## src/rtl/csr_guard_pkg.sv

```systemverilog
package csr_guard_pkg;
  localparam int unsigned ADDR_W = 12;

  typedef enum logic [1:0] {
    PRIV_USER  = 2'd0,
    PRIV_SUPER = 2'd1,
    PRIV_RSVD  = 2'd2,
    PRIV_MACH  = 2'd3
  } priv_e;

  typedef enum logic [1:0] {
    KIND_READ  = 2'd0,
    KIND_SWAP  = 2'd1,
    KIND_SET   = 2'd2,
    KIND_CLEAR = 2'd3
  } kind_e;

  localparam logic [1:0] FS_OFF   = 2'b00;
  localparam logic [1:0] FS_DIRTY = 2'b11;

  localparam logic [6:0] CNT_LO_PAGE = 7'h60;  // 0xC00..0xC1F
  localparam logic [6:0] CNT_HI_PAGE = 7'h64;  // 0xC80..0xC9F

  function automatic logic addr_is_fp(input logic [ADDR_W-1:0] a);
    return (a[ADDR_W-1:2] == '0) && (a[1:0] != 2'b00);
  endfunction

  function automatic logic addr_is_readonly(input logic [ADDR_W-1:0] a);
    return a[11:10] == 2'b11;
  endfunction
endpackage

```

## src/rtl/csr_op_decode.sv

```systemverilog
module csr_op_decode
  import csr_guard_pkg::*;
#(
  parameter int unsigned XLEN = 32
) (
  input  logic [1:0]      kind,
  input  logic [XLEN-1:0] operand,
  output logic [XLEN-1:0] wmask,
  output logic [XLEN-1:0] wval,
  output logic            mask_nz
);
  kind_e k;

  always_comb begin
    k = kind_e'(kind);
    unique case (k)
      KIND_READ: begin
        wmask = '0;
        wval  = '0;
      end
      KIND_SWAP: begin
        wmask = '1;
        wval  = operand;
      end
      KIND_SET: begin
        wmask = operand;
        wval  = '1;
      end
      default: begin
        wmask = operand;
        wval  = '0;
      end
    endcase
    mask_nz = |wmask;
  end
endmodule

```

## src/rtl/csr_perm_check.sv

```systemverilog
module csr_perm_check
  import csr_guard_pkg::*;
#(
  parameter int unsigned CNT_N  = 32,
  parameter bit          HI_CNT = 1'b1
) (
  input  logic [ADDR_W-1:0] addr,
  input  logic [1:0]        priv,
  input  logic              mask_nz,
  input  logic              hit,
  input  logic [1:0]        fs,
  input  logic              dbg,
  input  logic [CNT_N-1:0]  men,
  input  logic [CNT_N-1:0]  sen,
  output logic              illegal,
  output logic              is_fp
);
  localparam int unsigned IDX_W = (CNT_N > 1) ? $clog2(CNT_N) : 1;

  logic             is_cnt;
  logic [CNT_N-1:0] cnt_en;
  logic             cnt_ok;
  logic             priv_low;
  logic             ro_viol;
  logic             fs_ok;

  generate
    if (HI_CNT) begin : g_both_pages
      assign is_cnt = (addr[11:5] == CNT_LO_PAGE) || (addr[11:5] == CNT_HI_PAGE);
    end else begin : g_low_page
      assign is_cnt = (addr[11:5] == CNT_LO_PAGE);
    end
  endgenerate

  always_comb begin
    cnt_en = '1;
    if (priv < PRIV_MACH)  cnt_en = cnt_en & men;
    if (priv < PRIV_SUPER) cnt_en = cnt_en & sen;
    cnt_ok = cnt_en[addr[IDX_W-1:0]];
  end

  assign priv_low = priv < addr[9:8];
  assign ro_viol  = addr_is_readonly(addr) && mask_nz;
  assign is_fp    = addr_is_fp(addr);
  assign fs_ok    = (fs != FS_OFF) || dbg;
  assign illegal  = !hit || priv_low || ro_viol
                  || (is_cnt && !cnt_ok) || (is_fp && !fs_ok);
endmodule

```

## src/rtl/csr_merge.sv

```systemverilog
module csr_merge #(
  parameter int unsigned XLEN = 32
) (
  input  logic [XLEN-1:0] old_val,
  input  logic [XLEN-1:0] wmask,
  input  logic [XLEN-1:0] wval,
  output logic [XLEN-1:0] merged
);
  assign merged = (old_val & ~wmask) | (wval & wmask);
endmodule

```

## src/rtl/csr_access_guard.sv

```systemverilog
module csr_access_guard
  import csr_guard_pkg::*;
#(
  parameter int unsigned XLEN   = 32,
  parameter int unsigned CNT_N  = 32,
  parameter bit          HI_CNT = 1'b1
) (
  input  logic              clk,
  input  logic              rst_n,
  input  logic              req_valid,
  output logic              req_ready,
  input  logic [11:0]       req_addr,
  input  logic [1:0]        req_priv,
  input  logic [1:0]        req_kind,
  input  logic [XLEN-1:0]   req_operand,
  input  logic              dbg_access,
  input  logic [1:0]        fs_state,
  input  logic [CNT_N-1:0]  mcounter_en,
  input  logic [CNT_N-1:0]  scounter_en,
  output logic              rsp_valid,
  input  logic              rsp_ready,
  output logic              rsp_illegal,
  output logic [XLEN-1:0]   rsp_rdata,
  output logic [11:0]       rf_raddr,
  input  logic [XLEN-1:0]   rf_rdata,
  input  logic              rf_hit,
  output logic              rf_we,
  output logic [11:0]       rf_waddr,
  output logic [XLEN-1:0]   rf_wdata,
  output logic              fs_dirty_set
);
  logic [XLEN-1:0] wmask, wval, merged;
  logic            mask_nz, illegal, is_fp, accept, do_write;

  csr_op_decode #(.XLEN(XLEN)) u_dec (
    .kind(req_kind), .operand(req_operand),
    .wmask(wmask), .wval(wval), .mask_nz(mask_nz)
  );

  csr_perm_check #(.CNT_N(CNT_N), .HI_CNT(HI_CNT)) u_perm (
    .addr(req_addr), .priv(req_priv), .mask_nz(mask_nz), .hit(rf_hit),
    .fs(fs_state), .dbg(dbg_access), .men(mcounter_en), .sen(scounter_en),
    .illegal(illegal), .is_fp(is_fp)
  );

  csr_merge #(.XLEN(XLEN)) u_merge (
    .old_val(rf_rdata), .wmask(wmask), .wval(wval), .merged(merged)
  );

  assign req_ready = !rsp_valid;
  assign accept    = req_valid && req_ready;
  assign do_write  = accept && !illegal && mask_nz;
  assign rf_raddr  = req_addr;

  always_ff @(posedge clk) begin
    if (!rst_n) begin
      rsp_valid    <= 1'b0;
      rsp_illegal  <= 1'b0;
      rsp_rdata    <= '0;
      rf_we        <= 1'b0;
      rf_waddr     <= '0;
      rf_wdata     <= '0;
      fs_dirty_set <= 1'b0;
    end else begin
      rf_we        <= do_write;
      fs_dirty_set <= do_write && is_fp;
      if (accept) begin
        rsp_valid   <= 1'b1;
        rsp_illegal <= illegal;
        rsp_rdata   <= illegal ? '0 : rf_rdata;
        rf_waddr    <= req_addr;
        rf_wdata    <= merged;
      end else if (rsp_ready) begin
        rsp_valid <= 1'b0;
      end
    end
  end
endmodule

```

## config.mk

```make
export PLATFORM = sky130hd
export DESIGN_NAME = csr_access_guard
export DESIGN_NICKNAME = d
export VERILOG_FILES = /design/src/rtl/csr_guard_pkg.sv /design/src/rtl/csr_op_decode.sv /design/src/rtl/csr_perm_check.sv /design/src/rtl/csr_merge.sv /design/src/rtl/csr_access_guard.sv
export SDC_FILE = /design/constraint.sdc
export NUM_CORES = 1
export LEC_CHECK = 0
export ABC_AREA = 1
export CAP_MARGIN = 20
export CORE_MARGIN = 2
export CORE_UTILIZATION = 41
export DETAILED_ROUTE_END_ITERATION = 12
export HOLD_SLACK_MARGIN = 0.06
export PLACE_DENSITY_LB_ADDON = 0.12
export SETUP_SLACK_MARGIN = 0.1
export SYNTH_ARGS = -nofsm -noshare
export SYNTH_HDL_FRONTEND = slang
export SYNTH_SLANG_ARGS = --single-unit
```

## constraint.sdc

```tcl
create_clock -name clk -period 2.5 [get_ports clk]
set_clock_uncertainty 0.2 [all_clocks]
set_input_delay 0.625 -clock clk [delete_from_list [all_inputs] [get_ports clk]]
set_output_delay 0.625 -clock clk [all_outputs]
set_load 0.005 [all_outputs]
```

==> results by group, run 1 <==
Yosys
  – Post-synth EDFFs: 0
  – FF+latch count, synth: 80
  – Largest area contributor in the netlist: dfxtp_1
  – Async S/R FF share, synth: 0
  – Synth Area per Inst: 6.48 um2
  – Syn_nets: 913
  – Syn. warnings: 0
  – Largest cells by area after synthesis: dfxtp_1 (33%), nand2_1 (17%), o21ai_0 (6.3%), inv_1 (6.0%), a21oi_1 (5.9%)
  – Area share of the largest cell type after synthesis: 0.326
  – Post-Syn Area: 4910 um2
  – Ys flop type: dfxtp_1
  – Sequential area share after synthesis: 0.326
  – Synth unique cells: 35
  – Mapped Cells: 758

Floorplan
  – Die height: 113 um
  – Die width: 113 um
  – Initial Util: 0.425
  – Placement row count: 39
  – Core ar.: 11600 um2
  – IO Pins: 245
  – Die area: 12900 um2

Pwr
  – Leakage: 3.74 nW
  – Pint: 0.00272 W
  – Register share of total power: 0.362
  – Gate power share: 0.281
  – Switching Share: 0.289
  – NetSw: 0.00111 W
  – Post-layout power: 0.00383 W
  – Cell area power density: 464 nW/um2
  – Peak VDD IR: 0.000509 V
  – Clock share of power: 0.357

Finish
  – Most common cell after layout, fill and taps aside: clkdlybuf4s50_1
  – Antenna Cells: 0
  – Final net count: 1190
  – Commonest non-fill, non-tap cells in the layout: clkdlybuf4s50_1 (226), nand2_1 (216), dfxtp_1 (80)
  – Layout cells sized above 1: 0.127
  – Area Growth Syn to Fin: 68.2%
  – Final core occ: 0.714

Critical path
  – RR Startpoint: rsp_valid$_SDFFE_PN0P_
  – WP data arrival: 2.48 ns
  – FF-to-FF setup slack: 0.67 ns
  – CP Max Fanout: 7
  – CP startpoint kind: input pin
  – Worst Setup End Kind: flop
  – Critical setup path kind: input pin to flop
  – R2r endpoint: rsp_rdata[28]$_SDFFE_PN0P_
  – Reg2reg path depth: 12
  – WP data required: 2.58 ns

Detailed routing
  – Via density: 5.38
  – Post-route ant nets: 0
  – Total wire length: 19.5 mm
  – Via count: 6362
  – Met2 routed WL: 9.29 mm
  – WL per Instance: 16.5 um
  – Residual DRC: 0
  – Top routing layer used: met4
  – DRT iter0 DRCs: 594
  – Drt pass-1 iters: 6
  – DR WL met3: 1.79 mm
  – Met1 Wirelength: 7.78 mm

Clocking
  – CTS Buf Count: 9
  – Worst-path clk slew: 0.07 ns
  – Clock Sinks: 80
  – Root buffer cell: clkbuf_16
  – Clk_lat worst skew: 0.33 ns
  – CTS tree: yes
  – Clock Tree Buf Depth: 2
  – H-tree levels: 3

Timing
  – Max Fclk: 0.418 GHz
  – RSZ-0062 raised after global routing: no
  – Actual slew at the worst max-slew pin: 0.679 ns
  – Hold WS: 0.254 ns
  – Hold Vio Cnt, Final: 0
  – Max-slew violations: 0
  – Final worst-path cycle share: 0.957
  – # setup viols final: 0
  – Slew HR: 0.547
  – Period minus WS final: 2.39 ns

GRT
  – Global-route wire length before repair: 29.0 mm
  – GRT Overall Usage: 0.280
  – Vias in the first global route: 5870
  – Initial antenna violation count: 0
  – Largest net degree at the start of global routing: 72
  – Congestion Overflow GR: 0

Placed design
  – Hpwl dp: 14.1 mm
  – Port bufs: 244
  – Routability cong.: 0.869

Run status
  – Status: finished, final reports clean

Worst hold path
  – Type of the most critical hold path: flop to flop
  – Hold depth: 2
  – Hold_sp: rsp_rdata[22]$_SDFFE_PN0P_
  – Hold Path End: rsp_rdata[22]$_SDFFE_PN0P_

Flow run
  – Max-cap violations: 0
[logic make-up after synthesis]
group	count (synthesis)	share of synthesized area
AOI/OAI and AO/OA	167	0.191
buffers and inverters	145	0.145
and+or+nand+nor	363	0.330
adders and majority gates	3	0.00765
DFF	80	0.326
[stage by stage]
step	setup TNS, ns	setup slack [ns]	std cells	area, um2
after CTS	0	0.148	1177	8110
after global routing	0	0.0389	1183	8260
after detailed placement	-15.42	-0.373	1157	7760
after global placement	-12.60	-0.310	1157	7760
after floorplan	0	0.416	758	4910
final	0	0.107	1183	8260
[worst max path at each step]
stage | startpoint | to | depth (start not counted)
3_5_place_dp | req_priv[0] | rsp_rdata[11]$_SDFFE_PN0P_ | 15
6_report | req_operand[26] | rsp_rdata[28]$_SDFFE_PN0P_ | 10
2_1_floorplan | req_kind[0] | rf_wdata[30]$_SDFFE_PN0P_ | 7
5_1_grt | req_operand[28] | rsp_rdata[11]$_SDFFE_PN0P_ | 10
4_1_cts | req_kind[1] | rsp_rdata[8]$_SDFFE_PN0P_ | 12
3_3_place_gp | req_kind[1] | rsp_rdata[27]$_SDFFE_PN0P_ | 11
[layer usage]
layer / GRT usage / vias to the layer above
li1: - / 3059
met1: 0.364 / 2888
met2: 0.469 / 360
met3: 0.0494 / 55
met4: 0.0959 / 0
met5: 0 / -
[state kept, by name, indices dropped and copies added (netlist names)]
register,flops
fs_dirty_set,1
rsp_rdata,32
rf_waddr,12
rsp_valid,1
rf_we,1
rf_wdata,32
rsp_illegal,1
[power by group through the flow]
stage | Clock, W | Sequential (W) | Combinational (W)
after floorplan | 0 | 0.00142 | 0.000412
after global placement | 0 | 0.00141 | 0.00101
after detailed placement | 0 | 0.00141 | 0.00103
after CTS | 0.00138 | 0.00139 | 0.00104
after global routing | 0.00144 | 0.00139 | 0.00116
final | 0.00137 | 0.00139 | 0.00108
[worst max-delay path, cell delays in order]
cell             delay (ns)
clkdlybuf4s50_1        0.45
o21ai_0                0.22
nand4_1                0.16
nor2_2                 0.17
nand3_2                0.15
a21oi_4                0.19
buf_6                  0.15
clkbuf_16              0.15
nand4_1                0.11
nand2_1                0.10
[Yosys cell counts, types with 2 or more instances]
| master | number |
|---|---|
| nand2_1 | 216 |
| dfxtp_1 | 80 |
| inv_1 | 79 |
| o21ai_0 | 62 |
| a21oi_1 | 58 |
| nand3_1 | 41 |
| nor2_1 | 41 |
| nand4_1 | 38 |
| clkbuf_1 | 30 |
| a31oi_1 | 19 |
| buf_4 | 16 |
| o211ai_1 | 12 |
| buf_6 | 9 |
| or3_1 | 9 |
| a211o_1 | 8 |
| nand2_2 | 7 |
| o21ai_1 | 5 |
| buf_2 | 3 |
| buf_8 | 3 |
| ha_1 | 3 |
| inv_2 | 2 |
| nand3_2 | 2 |
| nor2_4 | 2 |
| nor3_1 | 2 |
[timing repair]
item / in CTS / in global routing
hold endpoints to repair: 0 / 0
hold buffers: 0 / 0
resized for setup: 23 / 18
pin swaps: 3 / 7
cloned: 1 / 5
buffers inserted: 3 / 0
setup endpoints to repair: 45 / 32
[layout make-up]
| cell class | instances | area [um2] |
|---|---|---|
| sequential | 80 | 1600 |
| tap | 143 | 179 |
| multi-input combinational | 533 | 2620 |
| clock buffer | 9 | 225 |
| timing repair buffer | 328 | 3240 |
| inverter | 83 | 314 |
| clock inverter | 7 | 82.6 |
| fill | 950 | 3310 |
(Power assumes the default switching activity.)
==> inputs of run 2 (changes only) <==
--- a/config.mk
+++ b/config.mk
@@ -10,7 +10,7 @@
 export CORE_MARGIN = 2
 export CORE_UTILIZATION = 41
 export DETAILED_ROUTE_END_ITERATION = 12
-export HOLD_SLACK_MARGIN = 0.06
+export HOLD_SLACK_MARGIN = 0.12
 export PLACE_DENSITY_LB_ADDON = 0.12
 export SETUP_SLACK_MARGIN = 0.1
 export SYNTH_ARGS = -nofsm -noshare
==> results of run 2 <==
Same layout as run 1: the final DEF is identical, and so are final timing and power.
